### src/rtl/fan_pwm_pkg.sv
package fan_pwm_pkg;

    localparam int REG_W       = 32;
    localparam int OFS_CFG     = 'h00;
    localparam int OFS_LIMIT   = 'h04;
    localparam int OFS_SPEED   = 'h10;
    localparam logic [15:0] SPEED_CAP = 16'hFFFF;

    typedef struct packed {
        logic [7:0] duty;
        logic       ppr4;
        logic       tach_on;
        logic       out_off;
        logic       fast;
        logic       run;
    } fan_cfg_t;

    typedef enum logic {
        DIV_IDLE = 1'b0,
        DIV_BUSY = 1'b1
    } div_state_t;

    function automatic fan_cfg_t cfg_from_word(input logic [REG_W-1:0] w);
        fan_cfg_t c;
        c.run     = w[0];
        c.fast    = w[1];
        c.out_off = w[2];
        c.tach_on = w[4];
        c.ppr4    = w[5];
        c.duty    = w[23:16];
        return c;
    endfunction

    function automatic logic [REG_W-1:0] cfg_to_word(input fan_cfg_t c);
        logic [REG_W-1:0] w;
        w        = '0;
        w[0]     = c.run;
        w[1]     = c.fast;
        w[2]     = c.out_off;
        w[4]     = c.tach_on;
        w[5]     = c.ppr4;
        w[23:16] = c.duty;
        return w;
    endfunction

endpackage

### src/rtl/fan_pwm_regs.sv
module fan_pwm_regs
    import fan_pwm_pkg::*;
#(
    parameter int ADDR_W = 8
) (
    input  logic              clk,
    input  logic              rst,
    input  logic              we,
    input  logic [ADDR_W-1:0] addr,
    input  logic [REG_W-1:0]  wdata,
    input  logic [15:0]       speed,
    output logic [REG_W-1:0]  rdata,
    output fan_cfg_t          cfg
);

    logic [15:0] limit_q;
    logic        hit_cfg, hit_limit, hit_speed;

    assign hit_cfg   = (addr == ADDR_W'(OFS_CFG));
    assign hit_limit = (addr == ADDR_W'(OFS_LIMIT));
    assign hit_speed = (addr == ADDR_W'(OFS_SPEED));

    always_ff @(posedge clk) begin
        if (rst) begin
            cfg     <= '0;
            limit_q <= '0;
        end else if (we) begin
            if (hit_cfg)   cfg     <= cfg_from_word(wdata);
            if (hit_limit) limit_q <= wdata[15:0];
        end
    end

    always_comb begin
        rdata = '0;
        if (hit_cfg)        rdata = cfg_to_word(cfg);
        else if (hit_limit) rdata = {16'd0, limit_q};
        else if (hit_speed) rdata = {16'd0, speed};
    end

    AST_LIMIT_HOLDS: assert property (@(posedge clk) disable iff (rst)
        !(we && hit_limit) |=> $stable(limit_q)) else $error("limit changed");

endmodule

### src/rtl/fan_pwm_gen.sv
module fan_pwm_gen
    import fan_pwm_pkg::*;
#(
    parameter int CLK_HZ    = 50_000_000,
    parameter int SLOW_RATE = 25,
    parameter int FAST_RATE = 25_000
) (
    input  logic       clk,
    input  logic       rst,
    input  logic       run,
    input  logic       fast,
    input  logic       out_off,
    input  logic [7:0] duty,
    output logic       pwm
);

    localparam int SLOW_P = CLK_HZ / SLOW_RATE;
    localparam int FAST_P = CLK_HZ / FAST_RATE;
    localparam int MAX_P  = (SLOW_P > FAST_P) ? SLOW_P : FAST_P;
    localparam int CNT_W  = $clog2(MAX_P + 1);
    localparam int PRD_W  = CNT_W + 8;

    logic [CNT_W-1:0] cnt, per_len, last;
    logic [7:0]       duty_q;
    logic [PRD_W-1:0] prod, thr;
    logic             hi, wrap;

    assign per_len = fast ? CNT_W'(FAST_P) : CNT_W'(SLOW_P);
    assign last    = per_len - 1'b1;
    assign wrap    = (cnt >= last);
    assign prod    = PRD_W'(per_len) * PRD_W'(duty_q);
    assign thr     = prod >> 8;
    assign hi      = (duty_q == 8'hFF) || (PRD_W'(cnt) < thr);

    always_ff @(posedge clk) begin
        if (rst || !run) begin
            cnt    <= '0;
            duty_q <= rst ? 8'd0 : duty;
        end else if (wrap) begin
            cnt    <= '0;
            duty_q <= duty;
        end else begin
            cnt    <= cnt + 1'b1;
        end
    end

    always_ff @(posedge clk) begin
        if (rst) pwm <= 1'b0;
        else     pwm <= run && !out_off && hi;
    end

    AST_STOP_DRIVES_LOW: assert property (@(posedge clk) disable iff (rst)
        !run |=> !pwm) else $error("output high while stopped");
    AST_MASK_DRIVES_LOW: assert property (@(posedge clk) disable iff (rst)
        out_off |=> !pwm) else $error("output high while masked");
    AST_DUTY_HELD_IN_PERIOD: assert property (@(posedge clk) disable iff (rst)
        (run && !wrap) |=> $stable(duty_q)) else $error("duty changed mid-period");
    AST_FULL_SCALE_HIGH: assert property (@(posedge clk) disable iff (rst)
        (run && !out_off && duty_q == 8'hFF) |=> pwm) else $error("full duty not high");

endmodule

### src/rtl/fan_rpm_div.sv
module fan_rpm_div
    import fan_pwm_pkg::*;
#(
    parameter longint NUM   = 64'd3_000_000_000,
    parameter int     NUM_W = 32,
    parameter int     DEN_W = 28
) (
    input  logic             clk,
    input  logic             rst,
    input  logic             abort,
    input  logic             start,
    input  logic [DEN_W-1:0] den,
    output logic             busy,
    output logic             done,
    output logic [15:0]      quo
);

    localparam int STEP_W = $clog2(NUM_W + 1);

    div_state_t       state;
    logic [NUM_W-1:0] num_sh, q, nq;
    logic [DEN_W-1:0] rem, dv;
    logic [DEN_W:0]   trial, diff;
    logic [STEP_W-1:0] step;
    logic             ge;

    assign trial = {rem, num_sh[NUM_W-1]};
    assign ge    = (trial >= {1'b0, dv});
    assign diff  = ge ? (trial - {1'b0, dv}) : trial;
    assign nq    = {q[NUM_W-2:0], ge};
    assign busy  = (state == DIV_BUSY);

    always_ff @(posedge clk) begin
        if (rst || abort) begin
            state <= DIV_IDLE;
            done  <= 1'b0;
            if (rst) quo <= '0;
        end else begin
            done <= 1'b0;
            case (state)
                DIV_IDLE: if (start) begin
                    num_sh <= NUM_W'(NUM);
                    rem    <= '0;
                    q      <= '0;
                    dv     <= den;
                    step   <= '0;
                    state  <= DIV_BUSY;
                end
                DIV_BUSY: begin
                    num_sh <= num_sh << 1;
                    rem    <= diff[DEN_W-1:0];
                    q      <= nq;
                    step   <= step + 1'b1;
                    if (step == STEP_W'(NUM_W - 1)) begin
                        state <= DIV_IDLE;
                        done  <= 1'b1;
                        quo   <= (nq > NUM_W'(SPEED_CAP)) ? SPEED_CAP : nq[15:0];
                    end
                end
                default: state <= DIV_IDLE;
            endcase
        end
    end

    AST_DONE_FOLLOWS_BUSY: assert property (@(posedge clk) disable iff (rst)
        done |-> $past(state == DIV_BUSY)) else $error("done without work");

endmodule

### src/rtl/fan_tach_meter.sv
module fan_tach_meter
    import fan_pwm_pkg::*;
#(
    parameter int CLK_HZ           = 50_000_000,
    parameter int SPEED_TIMEOUT_DIV = 1
) (
    input  logic        clk,
    input  logic        rst,
    input  logic        tach_raw,
    input  logic        active,
    input  logic        ppr4,
    output logic [15:0] speed
);

    localparam int     TIMEOUT = CLK_HZ / SPEED_TIMEOUT_DIV;
    localparam int     IDLE_W  = $clog2(TIMEOUT + 1);
    localparam int     PER_W   = $clog2(4 * TIMEOUT + 2);
    localparam longint RPM_NUM = longint'(CLK_HZ) * 64'd60;
    localparam int     NUM_W   = $clog2(RPM_NUM + 1);

    logic [2:0]        sh;
    logic              rise, mark, stall, have_ref;
    logic [1:0]        pulse_cnt, need;
    logic [IDLE_W-1:0] idle;
    logic [PER_W-1:0]  per_cnt;
    logic [PER_W:0]    den;
    logic              div_busy, div_done, div_start, div_abort;
    logic [15:0]       div_q;

    assign rise      = sh[1] && !sh[2];
    assign need      = ppr4 ? 2'd3 : 2'd1;
    assign mark      = rise && (pulse_cnt >= need);
    assign stall     = (idle == IDLE_W'(TIMEOUT));
    assign den       = {1'b0, per_cnt} + 1'b1;
    assign div_start = mark && have_ref && !stall;
    assign div_abort = stall || !active;

    always_ff @(posedge clk) begin
        if (rst) sh <= '0;
        else     sh <= {sh[1:0], tach_raw};
    end

    always_ff @(posedge clk) begin
        if (rst || !active) begin
            pulse_cnt <= '0;
            have_ref  <= 1'b0;
            per_cnt   <= '0;
            idle      <= '0;
            speed     <= '0;
        end else begin
            if (mark)                per_cnt <= '0;
            else if (per_cnt != '1)  per_cnt <= per_cnt + 1'b1;
            if (rise)                idle <= '0;
            else if (!stall)         idle <= idle + 1'b1;
            if (rise)                pulse_cnt <= (pulse_cnt >= need) ? 2'd0 : pulse_cnt + 1'b1;
            if (mark)                have_ref <= 1'b1;
            if (div_done)            speed <= div_q;
            if (stall) begin
                speed     <= '0;
                have_ref  <= 1'b0;
                pulse_cnt <= '0;
            end
        end
    end

    fan_rpm_div #(
        .NUM   (RPM_NUM),
        .NUM_W (NUM_W),
        .DEN_W (PER_W + 1)
    ) div_i (
        .clk   (clk),
        .rst   (rst),
        .abort (div_abort),
        .start (div_start && !div_busy),
        .den   (den),
        .busy  (div_busy),
        .done  (div_done),
        .quo   (div_q)
    );

    AST_IDLE_SPEED_ZERO: assert property (@(posedge clk) disable iff (rst)
        !active |=> (speed == 16'd0)) else $error("speed while inactive");
    AST_STALL_SPEED_ZERO: assert property (@(posedge clk) disable iff (rst)
        (active && stall) |=> (speed == 16'd0)) else $error("speed after stall");

endmodule

### src/rtl/fan_pwm_ctrl.sv
module fan_pwm_ctrl
    import fan_pwm_pkg::*;
#(
    parameter int CLK_HZ            = 50_000_000,
    parameter int SLOW_RATE         = 25,
    parameter int FAST_RATE         = 25_000,
    parameter int SPEED_TIMEOUT_DIV = 1,
    parameter int ADDR_W            = 8
) (
    input  logic              clk,
    input  logic              rst,
    input  logic              reg_we,
    input  logic [ADDR_W-1:0] reg_addr,
    input  logic [31:0]       reg_wdata,
    output logic [31:0]       reg_rdata,
    input  logic              tach_in,
    output logic              pwm_out
);

    fan_cfg_t    cfg;
    logic [15:0] speed;

    fan_pwm_regs #(.ADDR_W(ADDR_W)) regs_i (
        .clk   (clk),
        .rst   (rst),
        .we    (reg_we),
        .addr  (reg_addr),
        .wdata (reg_wdata),
        .speed (speed),
        .rdata (reg_rdata),
        .cfg   (cfg)
    );

    fan_pwm_gen #(
        .CLK_HZ    (CLK_HZ),
        .SLOW_RATE (SLOW_RATE),
        .FAST_RATE (FAST_RATE)
    ) gen_i (
        .clk     (clk),
        .rst     (rst),
        .run     (cfg.run),
        .fast    (cfg.fast),
        .out_off (cfg.out_off),
        .duty    (cfg.duty),
        .pwm     (pwm_out)
    );

    fan_tach_meter #(
        .CLK_HZ            (CLK_HZ),
        .SPEED_TIMEOUT_DIV (SPEED_TIMEOUT_DIV)
    ) tach_i (
        .clk      (clk),
        .rst      (rst),
        .tach_raw (tach_in),
        .active   (cfg.fast && cfg.tach_on),
        .ppr4     (cfg.ppr4),
        .speed    (speed)
    );

    AST_RESET_OUT_LOW: assert property (@(posedge clk)
        rst |=> !pwm_out) else $error("output high after reset");

endmodule

### config.mk
export PLATFORM = sky130hd
export DESIGN_NAME = fan_pwm_ctrl
export DESIGN_NICKNAME = d
export VERILOG_FILES = /design/src/rtl/fan_pwm_pkg.sv /design/src/rtl/fan_pwm_regs.sv /design/src/rtl/fan_pwm_gen.sv /design/src/rtl/fan_rpm_div.sv /design/src/rtl/fan_tach_meter.sv /design/src/rtl/fan_pwm_ctrl.sv
export SDC_FILE = /design/constraint.sdc
export NUM_CORES = 1
export LEC_CHECK = 0
export BUFFER_PORTS_ARGS = -buffer_cell sky130_fd_sc_hd__clkbuf_2
export CORE_ASPECT_RATIO = 0.5
export CORE_UTILIZATION = 35
export CTS_CLUSTER_DIAMETER = 80
export DETAILED_ROUTE_END_ITERATION = 7
export GPL_TIMING_DRIVEN = 0
export HOLD_SLACK_MARGIN = 0.03
export PLACE_DENSITY = 0.48
export REMOVE_ABC_BUFFERS = 1
export SLEW_MARGIN = 10
export SYNTH_ARGS = -nofsm -noshare
export SYNTH_HDL_FRONTEND = slang
export SYNTH_SLANG_ARGS = --single-unit
### constraint.sdc
create_clock -name clk -period 18.86 [get_ports clk]
set_input_delay 3.772 -clock clk [delete_from_list [all_inputs] [get_ports clk]]
set_output_delay 3.772 -clock clk [all_outputs]
set_load 0.01 [all_outputs]
==> results.md, run 1 <==
Power:
- The maximum ir drop on the vdd rail is 0.03908 mV.
- The internal power of the cells is 0.0009353 W.
- In this run switching power makes up 20.47% of total power.
- Of the total power, the clock network draws 46.6%.
- The switching power of the nets is 0.0002407 W.
- The power density over the cells is 65.42 nW/um2.
- The leakage dissipation is 7.393 nW.
- The share of total power in sequential cells is 52.5%.
- The combinational share of power is 1.0%.

Floorplan:
- After floorplanning, the core was sized to cover 45280 um2.
- The height of the die is 153.6 um.
- The count of pins on the block boundary is 77.
- After floorplanning, the core was divided into 55 placement rows.
- The die covers 46870 um2.
- The initial utilization of the core area, before any placement, comes to 35.52%.
- The x dimension of the die is 305.2 um.

GRT:
- The pin count of the biggest net entering global routing is 44.
- The number of global-route vias before repair is 11420.
- The first global-routing pass estimated 58070 um of wire.
- In the global route stage, met2 resource usage came out at 26.09%.
- For this run, global-route usage on met1 was measured as 19.78%.
- The layer flagged by global routing as most heavily used is met2.
- The number of antenna violations at the first check in global routing is 0.
- The overall overflow remaining after global route is 0.
- The routing usage on met3 is 2.068%.
- Across every metal layer, demand over resource in global routing totals 14.99%.

Route:
- The post-detailed-routing wire length is 34100 um.
- In this run, the number of DRC markers left after iteration 0 of detailed routing was 489.
- The detailed-route DRC error count is 0.
- The final antenna-violating net count is 0.
- Dividing the detail-routed wire length by the instance count gives 14.64 um.
- The detailed-route vias per instance is 4.845.
- The first detailed-routing pass ran for 5 iterations.
- The routed layout has 11280 vias.

Timing:
- In the finished design, the share of the clock period the worst path needs comes to 51.74%.
- Based on the critical path, the design can be clocked at up to 102.5 MHz.
- Setup repair after global routing left no endpoint under its margin.
- The worst relative slew slack is 23.47%.
- The number of pins with negative max-slew slack in the final report came to 0.
- The worst hold margin is 0.4554 ns.
- Setup violations remaining at the end of the flow were counted as 0.
- The transition time of the tightest slew-check pin is 1.119 ns.
- The accumulated negative setup slack is 0 ns.
- The minimum period implied by the final worst setup slack is 9.758 ns.
- The number of endpoints with negative hold slack in the final report came to 0.
- The setup skew after layout is 0.01159 ns.
- In the post-route analysis, the smallest setup slack over all paths is 9.102 ns.

Critical path:
- The slowest stage cell on the critical path is nor3_1.
- The kind of critical path is in -> out.
- On the critical path the largest part of the delay comes from simple AND/OR/NAND/NOR gates.
- The cell with the most instances on the worst path is clkbuf_2.
- The critical path goes through clkbuf_2 -> nor4_1 -> nand2_1 -> nor3_1 -> and2_1 -> clkbuf_2.
- The largest fanout on the critical path is 18.
- Data on the critical path is required at its endpoint by 15.09 ns.
- The worst setup path is launched from an input port.
- In this design, the stage delay of the slowest critical-path cell is 0.95 ns.
- The number of buffers and inverters on the critical path is 2.
- The worst setup path is captured at an output pin.
- The worst reg2reg path startpoint is regs_i.cfg[1]$_SDFFE_PP0P_.
- The arrival time at the worst endpoint is 5.99 ns.
- The most critical setup path has its startpoint at reg_addr[3].

Placed design:
- The HPWL after detailed placement is 24750 um.
- The final weighted congestion in routability-driven placement is 0.7830.
- Input and output buffers added on the ports amount to 60.
- The worst slack after detailed placement is 8.984 ns.

Clocking:
- In this run the post-CTS setup repair buffer count came out at 0.
- The clock tree from TritonCTS is built.
- After clock tree synthesis, the clock-pin slew on the worst setup and hold paths is 0.06 ns.
- Hold repair after CTS inserted 0 buffers.
- The clock latency of the later-clocked register in the worst-skew pair is 0.56 ns.
- The maximum level of the CTS H-tree is 1.
- The root buffer cell is clkbuf_16.
- The number of buffers between clock root and the deepest sink is 3.
- The total of cells resized after clock tree synthesis is 0.
- The tree built by TritonCTS fans out to 271 sinks.
- The number of CTS-inserted buffers is 29.

Yosys:
- The yosys synthesis warning count is 0.
- The most used flip-flop cell after synthesis is edfxtp_1.
- The flip-flop and latch count after synthesis is 271.
- The proportion of synthesized chip area in sequential cells is 42.57%.
- The number of standard cells after synthesis is 1660.
- A synthesized cell averages 9.689 um2.
- The number of enable flip-flop cells after synthesis is 142.
- After synthesis the cells add up to 16080 um2.
- In the synthesized netlist the async set-or-reset flop fraction comes to 0%.
- The synthesized netlist contains 66 unique library cells.

Finish:
- The area growth from synthesis to layout is 11.76%.
- The layout cell share with drive strength beyond 1 is 9.243%.
- 0 antenna diodes ended up in the layout.
- In the layout the commonest cells are nor2_1, nand2_1, inv_1.
- The number of nets in the finished design is 1926.
- The number of fill cells is 4549.
- Leaving out fill and tap cells, the most frequent cell in the layout is nor2_1.

Run:
- Across the run, the number of max-cap violations was 0.

Run status:
- The flow ran to the end, and the final reports show no timing, DRC or antenna violations.

Hold path:
- The kind of path behind the tightest hold check is reg -> reg.
- The hold path startpoint is regs_i.limit_q[10]$_SDFFE_PP0P_.
[synthesized netlist by cell type, types with 9 or more instances]
| cell type | count | share of area, % |
|---|---|---|
| nor4_1 | 9 | 0.35 |
| o21ba_2 | 23 | 1.4 |
| a21oi_1 | 97 | 3.0 |
| inv_1 | 145 | 3.4 |
| o211ai_1 | 14 | 0.65 |
| and2_1 | 59 | 2.3 |
| a22oi_1 | 11 | 0.51 |
| xnor2_1 | 55 | 3.0 |
| mux2i_1 | 25 | 1.6 |
| and3_1 | 18 | 0.70 |
| nand3_1 | 55 | 1.7 |
| a21o_1 | 29 | 1.4 |
| ha_1 | 133 | 10 |
| nand2_1 | 148 | 3.5 |
| xor2_1 | 55 | 3.0 |
| nand4_1 | 25 | 0.97 |
| o21a_1 | 13 | 0.61 |
| dfxtp_1 | 129 | 16 |
| o21ai_0 | 23 | 0.72 |
| clkbuf_1 | 42 | 0.98 |
| edfxtp_1 | 142 | 27 |
| nor3_1 | 28 | 0.87 |
| nor2_1 | 188 | 4.4 |
| fa_1 | 40 | 5.0 |
| nor2b_1 | 20 | 0.78 |
| or3_1 | 10 | 0.39 |
| nand2b_1 | 16 | 0.62 |
[layer usage]
layer | up-vias | share of wire (%)
li1 | 5810 | -
met1 | 5350 | 49
met2 | 84 | 47
met3 | 40 | 2.2
met4 | 0 | 1.8
met5 | - | 0
[path summary, 6_finish.rpt]
check | end | slack [ns] | cells after the start
hold / removal | regs_i.limit_q[10]$_SDFFE_PP0P_ | 0.46 | 2
hold reg to reg | regs_i.limit_q[10]$_SDFFE_PP0P_ | 0.46 | 2
setup / recovery | reg_rdata[22] | 9.10 | 6
setup reg to reg | gen_i.pwm$_SDFF_PP0_ | 11.80 | 25
[flip-flops by register name, indices dropped and copies added (netlist names), 3 cells and up]
signal,cells
tach_i.div_i.q,31
tach_i.div_i.dv,29
tach_i.div_i.rem,29
tach_i.per_cnt,28
tach_i.idle,26
tach_i.div_i.num_sh,23
gen_i.cnt,21
regs_i.limit_q,16
tach_i.div_i.quo,16
tach_i.speed,16
regs_i.cfg,13
gen_i.duty_q,8
tach_i.div_i.step,6
tach_i.sh,3
[stage by stage]
step	instance area (um2)	utilization [%]	total power, W	instances
global placement	16870	37.25	0.0006415	2264
global route	17980	39.70	0.001217	2329
floorplan	15820	-	0.0006338	1606
CTS	17970	39.68	0.001196	2328
detailed placement	17070	37.70	0.0006415	2275
finish	17980	39.70	0.001176	2329
[layout make-up]
class | count | area (um2) | area share (%)
multi-input combinational | 1189 | 8461 | 47.07
clock buffer | 47 | 833.3 | 4.636
timing repair buffer | 72 | 474.2 | 2.638
tap | 598 | 748.2 | 4.162
clock inverter | 6 | 63.81 | 0.3550
inverter | 146 | 548.0 | 3.049
sequential | 271 | 6848 | 38.09
[power by group through the flow]
stage | logic [W] | registers (W) | clock network [W]
4_1_cts | 0.0000118 | 0.000617 | 0.000567
5_1_grt | 0.0000130 | 0.000617 | 0.000587
3_5_place_dp | 0.0000117 | 0.000630 | 0
6_report | 0.0000116 | 0.000617 | 0.000547
2_1_floorplan | 0.00000434 | 0.000629 | 0
3_3_place_gp | 0.0000118 | 0.000630 | 0
[logic make-up after synthesis]
group | synth area share [%]
other cells | 0.02331
mux | 1.556
fa+ha+maj | 15.32
flops | 42.57
simple gates | 17.78
compound gates | 11.54
buf+inv | 5.212
xor+xnor | 5.990
[worst register-to-register path, stage by stage, from the launching register on]
cell and delay (ns):
dfxtp_1 0.91, inv_1 0.50, nor2_1 0.38, ha_1 0.18, inv_1 0.05, fa_1 0.54, inv_1 0.07, fa_1 0.53
inv_1 0.05, fa_1 0.47, inv_1 0.04, ha_1 0.38, nand3_1 0.11, o211ai_1 0.11, a2111o_1 0.44, a311oi_2 0.37
o21ai_2 0.16, a2111o_1 0.48, a31oi_1 0.22, xor2_1 0.19, ha_1 0.26, o21ai_0 0.08, nand2b_1 0.08, a21oi_1 0.15
o211ai_1 0.11, o21ai_0 0.15
Note: power is estimated with default switching activity, not from simulation.
==> inputs of run 2 (changes only) <==
--- a/config.mk
+++ b/config.mk
@@ -12,7 +12,7 @@
 export DETAILED_ROUTE_END_ITERATION = 7
 export GPL_TIMING_DRIVEN = 0
 export HOLD_SLACK_MARGIN = 0.03
-export PLACE_DENSITY = 0.48
+export PLACE_DENSITY = 0.5
 export REMOVE_ABC_BUFFERS = 1
 export SLEW_MARGIN = 10
 export SYNTH_ARGS = -nofsm -noshare
==> constraint.sdc (replaced) <==
create_clock -name clk -period 8.5 [get_ports clk]
set_input_delay 1.7 -clock clk [delete_from_list [all_inputs] [get_ports clk]]
set_output_delay 1.7 -clock clk [all_outputs]
set_load 0.01 [all_outputs]
==> run 2 against run 1 <==
Effect of this change: clock skew is 0.0072 ns higher; final cell count about the same; first-iteration DRC count increased by 15%; global-route usage shrank 0.69 points; die area unchanged; sequential power up 120%; critical path type is now reg -> reg; highest routed layer unchanged.
==> results.md, run 2 (synthesis results as in run 1) <==
GRT:
- The pin count of the biggest net entering global routing is 44 (unchanged).
- The number of global-route vias before repair is 10880 (was 11420).
- The overall routing resource usage is 14.30% (was 14.99%).
- The overall overflow remaining after global route is 0 (unchanged).
- The number of antenna violations at the first check in global routing is 0 (unchanged).
- The global-route wire length before repair was 55590 um (was 58070 um).

Clocking:
- The root buffer cell is clkbuf_16 (unchanged).
- The post-cts hold buffer count came to 0 (unchanged).
- The number of CTS-inserted buffers was 28 (was 29).
- The maximum level of the CTS H-tree was 1 (unchanged).
- The clock latency of the later-clocked register in the worst-skew pair is 0.55 ns (was 0.56 ns).
- The clock transition at the registers of the reported paths was 0.06 ns (about the same).
- The count of buffers added by post-CTS timing repair for setup is 0 (unchanged).
- The number of buffers between clock root and the deepest sink is 3 (unchanged).
- The clock tree from TritonCTS is built (unchanged).
- The total clock sinks was 271 (unchanged).
- The total of cells resized after clock tree synthesis is 0 (unchanged).

Finish:
- The layout overhead on the synthesized area is 11.75% (was 11.76%).
- The post-layout instance area was 17970 um2 (was 17980 um2).
- The number of fill cells came to 4551 (was 4549).
- The number of nets in the finished design is 1925 (was 1926).
- The count of inserted antenna diode cells is 0 (unchanged).
- The final cell count without fillers was 2328 (was 2329).
- Leading registers by flop count: tach_i.div_i.q (31), tach_i.div_i.dv (29), tach_i.div_i.rem (29) (unchanged).
- The flip-flop count of the largest register, all copies and words added is 31 (unchanged).
- The largest register by flop count is tach_i.div_i.q (unchanged).
- The most common cell after layout, fill and taps aside is nor2_1 (unchanged).
- The layout cell share with drive strength beyond 1 is 9.422% (was 9.243%).
- Highest-count cells in the layout ignoring fill and taps: nor2_1, nand2_1, inv_1 (unchanged).

Floorplan:
- The x dimension of the die was 305.2 um (unchanged).
- The number of cell rows is 55 (unchanged).
- The placeable core region is 45280 um2 (unchanged).
- The starting utilization of the core area was 35.52% (unchanged).
- The count of pins on the block boundary is 77 (unchanged).
- The overall die area is 46870 um2 (unchanged).
- The height of the die is 153.6 um (unchanged).

Route:
- The average wire per standard cell is 14.34 um (was 14.64 um).
- The iteration-0 DRC count of the detailed router is 563 (was 489).
- The detailed-route vias per instance is 4.801 (was 4.845).
- The iteration count of the initial detailed-routing pass is 5 (unchanged).
- The post-detailed-routing wire length came to 33390 um (was 34100 um).
- The total number of vias is 11180 (was 11280).
- The final antenna-violating net count is 0 (unchanged).
- The detailed-route DRC error count came to 0 (unchanged).

Timing:
- The worst relative slew slack is 30.31% (was 23.47%).
- The count of endpoints failing setup in the final report came to 0 (unchanged).
- The number of endpoints with negative hold slack in the final report is 0 (unchanged).
- The minimum period implied by the final worst setup slack is 7.211 ns.
- The transition time of the tightest slew-check pin is 1.039 ns (was 1.119 ns).
- After layout, the worst path uses 84.84% of the clock period.
- The worst hold margin is 0.4355 ns (was 0.4554 ns).
- The number of pins with negative max-slew slack in the final report is 0 (unchanged).
- Setup repair after global routing missed its margin: false (unchanged).
- The setup skew after layout is 0.01877 ns (was 0.01159 ns).
- The timing-limited maximum frequency is 138.7 MHz.

Critical path:
- The critical path's top delay family is adder cells (was simple AND/OR/NAND/NOR gates).
- The cell depth of the worst flop-to-flop path was 25 (unchanged).
- The reg2reg setup slack is 1.29 ns (was 11.80 ns).
- The highest cell delay on the worst timing path is 0.92 ns (was 0.95 ns).
- The cell with the most instances on the worst path is inv_1 (was clkbuf_2).
- The slowest stage cell on the critical path is dfxtp_1 (was nor3_1).
- The worst reg2reg path endpoint is gen_i.pwm$_SDFF_PP0_ (unchanged).
- The number of buffers and inverters on the critical path is 5 (was 2).
- The worst reg2reg path startpoint was regs_i.cfg[1]$_SDFFE_PP0P_ (unchanged).
- The largest fanout on the critical path is 19 (was 18).
- The startpoint kind of the worst setup timing path is a flip-flop (was input port).
- The origin of the worst setup path is regs_i.cfg[1]$_SDFFE_PP0P_ (was reg_addr[3]).
- The kind of critical path is reg -> reg (was in -> out).
- The nature of the critical path endpoint is a flip-flop (was output pin).
- The arrival time at the worst endpoint is 7.65 ns (was 5.99 ns).
- The data required time at the worst endpoint came to 8.94 ns (was 15.09 ns).

Placed design:
- The number of port buffers came to 60 (unchanged).
- The number of placed instances with taps included came to 2276 (was 2275).
- The placement-stage cell area is 17070 um2 (about the same).
- The final weighted congestion in routability-driven placement is 0.8219 (was 0.7830).
- The HPWL after detailed placement is 24220 um (was 24750 um).

Power:
- The power density over the cells was 144.3 nW/um2 (was 65.42 nW/um2).
- The maximum ir drop on the vdd rail came to 0.1385 mV (was 0.03908 mV).
- The leakage dissipation is 7.397 nW (was 7.393 nW).

Run:
- The number of maximum-capacitance constraint violations is 0 (unchanged).

Hold path:
- The endpoint of the worst hold path was tach_i.sh[1]$_SDFF_PP0_ (was regs_i.limit_q[10]$_SDFFE_PP0P_).
- The hold-critical path depth came to 1 (was 2).
- The hold path startpoint is tach_i.sh[0]$_SDFF_PP0_ (was regs_i.limit_q[10]$_SDFFE_PP0P_).
- The kind of path behind the tightest hold check is reg -> reg (unchanged).

Run status:
- Result of the run: complete, no violations (unchanged).
run 2: routing by layer:
metal | global-route usage (%) | up-vias | wire (um)
met1 | 19.08 | 5230 | 16370
met3 | 1.723 | 47 | 570
met2 | 24.71 | 92 | 15710
met5 | 0 | - | 0
li1 | - | 5807 | -
met4 | 3.398 | 0 | 745
run 2: stage by stage:
stage	setup TNS, ns	power (W)	util (%)	setup slack [ns]
6_report	0	0.002593	39.69	1.289
5_1_grt	0	0.002677	39.69	0.7034
4_1_cts	0	0.002634	39.68	1.200
3_5_place_dp	0	0.001424	37.69	1.260
3_3_place_gp	-177.27	0.001423	37.25	-1.729
2_1_floorplan	0	0.001406	-	1.662
run 2: cell type report:
class	count	area (um2)	share of cell area (%)
multi-input cells	1189	8461	47.07
flip-flops and latches	271	6848	38.10
clock buffers	45	867.1	4.824
well taps	598	748.2	4.163
inverters	146	548.0	3.049
repair buffers	72	466.7	2.597
clock inverters	7	35.03	0.1949
run 2: worst max-delay path by stage:
stage | end | depth (start not counted)
after floorplan | tach_i.div_i.num_sh[10]$_SDFFCE_PN1P_ | 3
after detailed placement | gen_i.pwm$_SDFF_PP0_ | 25
final | gen_i.pwm$_SDFF_PP0_ | 25
after CTS | gen_i.pwm$_SDFF_PP0_ | 25
after global placement | tach_i.div_i.rem[22]$_SDFFCE_PN0P_ | 4
after global routing | gen_i.pwm$_SDFF_PP0_ | 25
run 2: report_power, final:
| group | internal (W) | switching [W] | total [W] |
|---|---|---|---|
| combinational | 0.00000933 | 0.0000163 | 0.0000256 |
| sequential | 0.00137 | 0.00000140 | 0.00137 |
| clock | 0.000695 | 0.000503 | 0.00120 |
| total | 0.00207 | 0.000521 | 0.00259 |
==> inputs of run 3 (changes only) <==
--- a/config.mk
+++ b/config.mk
@@ -5,6 +5,7 @@
 export SDC_FILE = /design/constraint.sdc
 export NUM_CORES = 1
 export LEC_CHECK = 0
+export ABC_AREA = 1
 export BUFFER_PORTS_ARGS = -buffer_cell sky130_fd_sc_hd__clkbuf_2
 export CORE_ASPECT_RATIO = 0.5
 export CORE_UTILIZATION = 35
@@ -12,7 +13,7 @@
 export DETAILED_ROUTE_END_ITERATION = 7
 export GPL_TIMING_DRIVEN = 0
 export HOLD_SLACK_MARGIN = 0.03
-export PLACE_DENSITY = 0.5
+export PLACE_DENSITY = 0.48
 export REMOVE_ABC_BUFFERS = 1
 export SLEW_MARGIN = 10
 export SYNTH_ARGS = -nofsm -noshare
==> constraint.sdc (replaced) <==
create_clock -name clk -period 7.3 [get_ports clk]
set_input_delay 1.46 -clock clk [delete_from_list [all_inputs] [get_ports clk]]
set_output_delay 1.46 -clock clk [all_outputs]
set_load 0.01 [all_outputs]
==> run 3 against run 2 <==
Effect of this change: critical path depth shrank 3; global-route usage grew 1.2 points; synthesized area grew 11%; first-iteration DRC count grew 18%; sequential power grew 16%; final cell count grew 31%; flip-flop and latch count is the same; routed wire length grew 20%; core utilization shrank 0.33 points; critical path type unchanged; largest power group unchanged.
==> results.md, run 3 <==
Power:
- The switching power of the nets came to 0.0006674 W (was 0.0005207 W).
- The power density over the cells was 158.1 nW/um2 (was 144.3 nW/um2).
- The clock network fraction of total power was 48.2% (was 46.2%).
- The internal power of the cells was 0.002467 W (was 0.002072 W).
- The maximum ir drop on the vdd rail was 0.1381 mV (was 0.1385 mV).
- The combinational share of power came to 1.0% (about the same).
- The leakage dissipation was 9.121 nW (was 7.397 nW).
- The share of total power in sequential cells is 50.8% (was 52.8%).
- The switching power share of the total is 21.30% (was 20.08%).

Route:
- The total number of vias is 13820 (was 11180).
- The average wire per standard cell is 13.13 um (was 14.34 um).
- The detailed-route vias per instance is 4.545 (was 4.801).
- The final antenna-violating net count is 0 (unchanged).
- The iteration-0 DRC count of the detailed router is 662 (was 563).
- The post-detailed-routing wire length was 39920 um (was 33390 um).
- The iteration count of the initial detailed-routing pass is 5 (unchanged).
- The detailed-route DRC error count came to 0 (unchanged).

Placed design:
- The number of port buffers is 60 (unchanged).
- The worst slack after detailed placement is 0.9907 ns (was 1.260 ns).
- The HPWL after detailed placement is 30360 um (was 24220 um).
- The final weighted congestion in routability-driven placement was 0.8585 (was 0.8219).

GRT:
- The pin count of the biggest net entering global routing is 54 (was 44).
- The overall routing resource usage is 15.53% (was 14.30%).
- The number of antenna violations at the first check in global routing is 0 (unchanged).
- The number of global-route vias before repair was 13150 (was 10880).
- The layer carrying the most global-route usage is met2 (unchanged).
- The overall overflow remaining after global route is 0 (unchanged).
- The global-route met1 utilization came to 21.82% (was 19.08%).
- The routing usage on met3 is 1.920% (was 1.723%).
- The global-route wire length before repair was 66610 um (was 55590 um).
- The global routing met2 resource utilization is 25.58% (was 24.71%).

Yosys:
- The proportion of synthesized chip area in sequential cells is 38.23% (was 42.57%).
- The async set-or-reset flop fraction in the synthesized netlist is 0% (unchanged).
- The post-synth design cell area is 17910 um2 (was 16080 um2).
- The yosys synthesis warning count came to 0 (unchanged).
- Ranking of synthesized cells by instance count: nand2_1, inv_1, nor2_1, edfxtp_1, ha_1 (was nor2_1, nand2_1, inv_1, edfxtp_1, ha_1).
- The number of enable flip-flop cells after synthesis is 142 (unchanged).
- The flip-flop and latch count after synthesis is 271 (unchanged).
- Synth top area cells: edfxtp_1, dfxtp_1, nand2_1, ha_1, inv_1 (was edfxtp_1, dfxtp_1, ha_1, fa_1, nor2_1).
- The most frequently used cell type in the post-synthesis netlist is nand2_1 (was nor2_1).
- The number of standard cells after synthesis is 2283 (was 1660).
- The per-instance average area after synthesis was 7.844 um2 (was 9.689 um2).
- The portion of synthesized cell area occupied by the leading cell type is 23.81% (was 26.51%).
- The dominant synthesized flop cell is edfxtp_1 (unchanged).
- The top cell type by total area after synthesis is edfxtp_1 (unchanged).
- The count of distinct cell types in the synthesized netlist is 57 (was 66).

Critical path:
- The critical path's top delay family is adder cells (unchanged).
- The largest fanout on the critical path came to 25 (was 19).
- The kind of critical path is reg -> reg (unchanged).
- The highest cell delay on the worst timing path is 1.02 ns (was 0.92 ns).
- The startpoint kind of the worst setup timing path is a flip-flop (unchanged).
- The slowest stage cell on the critical path is dfxtp_1 (unchanged).
- The data required time at the worst endpoint is 7.75 ns (was 8.94 ns).
- The cell with the most instances on the worst path is a21oi_1 (was inv_1).
- The number of buffers and inverters on the critical path is 3 (was 5).
- The arrival time at the worst endpoint is 6.71 ns (was 7.65 ns).
- The signal on the critical path passes through nand2_1 -> inv_1 -> fa_1 -> ha_1 -> fa_1 -> inv_1 -> fa_1 -> inv_1 -> ha_1 -> a21oi_1 -> nand2_1 -> a21boi_0 -> o21ai_0 -> a21oi_1 -> xor2_1 -> ha_1 -> a21oi_1 -> o21a_1 -> nor2_1 -> nor3_1 -> nand4_1 -> a21oi_1.
- The nature of the critical path endpoint was a flip-flop (unchanged).

Timing:
- The minimum period implied by the final worst setup slack is 6.260 ns (was 7.211 ns).
- The timing-limited maximum frequency was 159.7 MHz (was 138.7 MHz).
- The transition time of the tightest slew-check pin is 1.124 ns (was 1.039 ns).
- The worst setup margin is 1.040 ns (was 1.289 ns).
- The count of endpoints failing setup in the final report is 0 (unchanged).
- The worst relative slew slack is 24.86% (was 30.31%).
- The accumulated negative setup slack is 0 ns (unchanged).
- The setup skew after layout is 0.04106 ns (was 0.01877 ns).
- Setup repair after global routing missed its margin: false (unchanged).
- The number of endpoints with negative hold slack in the final report is 0 (unchanged).
- The post-route clock period utilization is 85.75% (was 84.84%).
- The number of pins with negative max-slew slack in the final report is 0 (unchanged).

Finish:
- The most common cell after layout, fill and taps aside is nand2_1 (was nor2_1).
- The fraction of the core area covered by cells at the end of the flow is 39.36% (was 39.69%).
- The largest register by flop count was tach_i.div_i.q (unchanged).
- The count of inserted antenna diode cells is 0 (unchanged).
- The number of nets in the finished design is 2545 (was 1925).
- The layout overhead on the synthesized area is 10.69% (was 11.75%).
- The layout cell share with drive strength beyond 1 was 8.511% (was 9.422%).
- The flip-flop count of the largest register, all copies and words added is 31 (unchanged).
- Leading registers by flop count: tach_i.div_i.q (31), tach_i.div_i.dv (29), tach_i.div_i.rem (29) (unchanged).
- Highest-count cells in the layout ignoring fill and taps: nand2_1, inv_1, nor2_1 (was nor2_1, nand2_1, inv_1).
- The number of fill cells came to 5338 (was 4551).

Floorplan:
- The x dimension of the die was 321.9 um (was 305.2 um).
- The placeable core region is 50360 um2 (was 45280 um2).
- The starting utilization of the core area is 35.56% (was 35.52%).
- The number of cell rows was 58 (was 55).
- The height of the die was 162.0 um (was 153.6 um).
- The count of pins on the block boundary is 77 (unchanged).
- The overall die area is 52130 um2 (was 46870 um2).

Clocking:
- The total of cells resized after clock tree synthesis was 0 (unchanged).
- The count of buffers added by post-CTS timing repair for setup was 0 (unchanged).
- The clock tree from TritonCTS is built (unchanged).
- The number of CTS-inserted buffers came to 28 (unchanged).
- The clock transition at the registers of the reported paths is 0.08 ns (was 0.06 ns).
- The clock latency of the later-clocked register in the worst-skew pair came to 0.58 ns (was 0.55 ns).
- The root buffer cell is clkbuf_16 (unchanged).
- The number of buffers between clock root and the deepest sink is 3 (unchanged).
- The post-cts hold buffer count is 0 (unchanged).
- The total clock sinks is 271 (unchanged).
- The maximum level of the CTS H-tree was 1 (unchanged).

Hold path:
- The kind of path behind the tightest hold check is reg -> reg (unchanged).

Run status:
- Result of the run: complete, no violations (unchanged).

Run:
- The number of maximum-capacitance constraint violations was 0 (unchanged).
-- run 3: final cells by class --
class	instances	area [um2]	share of cell area [%]
clock inverters	15	153.9	0.7764
repair buffers	64	375.4	1.894
flip-flops and latches	271	6850	34.56
inverters	429	1618	8.161
multi-input cells	1534	9146	46.14
well taps	690	863.3	4.355
clock buffers	37	815.8	4.115
-- run 3: path summary, 6_finish.rpt --
path / startpoint / to / slack, ns / depth (start not counted)
min: tach_i.sh[0]$_SDFF_PP0_ / tach_i.sh[1]$_SDFF_PP0_ / 0.41 / 2
max reg2reg: regs_i.cfg[1]$_SDFFE_PP0P_ / gen_i.pwm$_SDFF_PP0_ / 1.04 / 22
min reg2reg: tach_i.sh[0]$_SDFF_PP0_ / tach_i.sh[1]$_SDFF_PP0_ / 0.41 / 2
max: regs_i.cfg[1]$_SDFFE_PP0P_ / gen_i.pwm$_SDFF_PP0_ / 1.04 / 22
-- run 3: cells by family after synthesis --
group	share of synthesized area [%]
AND/OR/NAND/NOR	25.37
other	0.02094
flip-flops	38.23
buffers and inverters	10.90
XOR/XNOR	3.850
AO/OA/AOI/OAI	6.973
adder cells (fa/ha/maj)	13.76
multiplexers	0.8943
-- run 3: per-layer routing --
layer	vias up	routed length, um
li1	7321	-
met1	6319	20250
met2	130	18000
met3	48	922
met4	0	753
met5	-	0
-- run 3: worst register-to-register path, delay by kind of cell (launching register included) --
family                   cells  cell delay, ns
XOR/XNOR                     1            0.21
buffers and inverters        3            0.30
AND/OR/NAND/NOR              5            0.69
adder cells (fa/ha/maj)      6            2.45
flip-flops                   1            1.02
AO/OA/AOI/OAI                7            1.52
-- run 3: metrics by stage --
step	instances	hold slack (ns)	area [um2]	power, W
after floorplan	2234	0.3883	17600	0.001642
after global placement	2984	0.3977	18760	0.001659
after detailed placement	2988	0.4012	18850	0.001659
after CTS	3040	0.4109	19820	0.003182
after global routing	3040	0.4406	19820	0.003243
final	3040	0.4071	19820	0.003134
-- run 3: power groups by stage --
stage	Clock, W	Combinational [W]	Sequential [W]
floorplan	0	0.0000161	0.00163
global placement	0	0.0000327	0.00163
detailed placement	0	0.0000328	0.00163
CTS	0.00156	0.0000329	0.00159
global route	0.00161	0.0000366	0.00159
finish	0.00151	0.0000321	0.00159
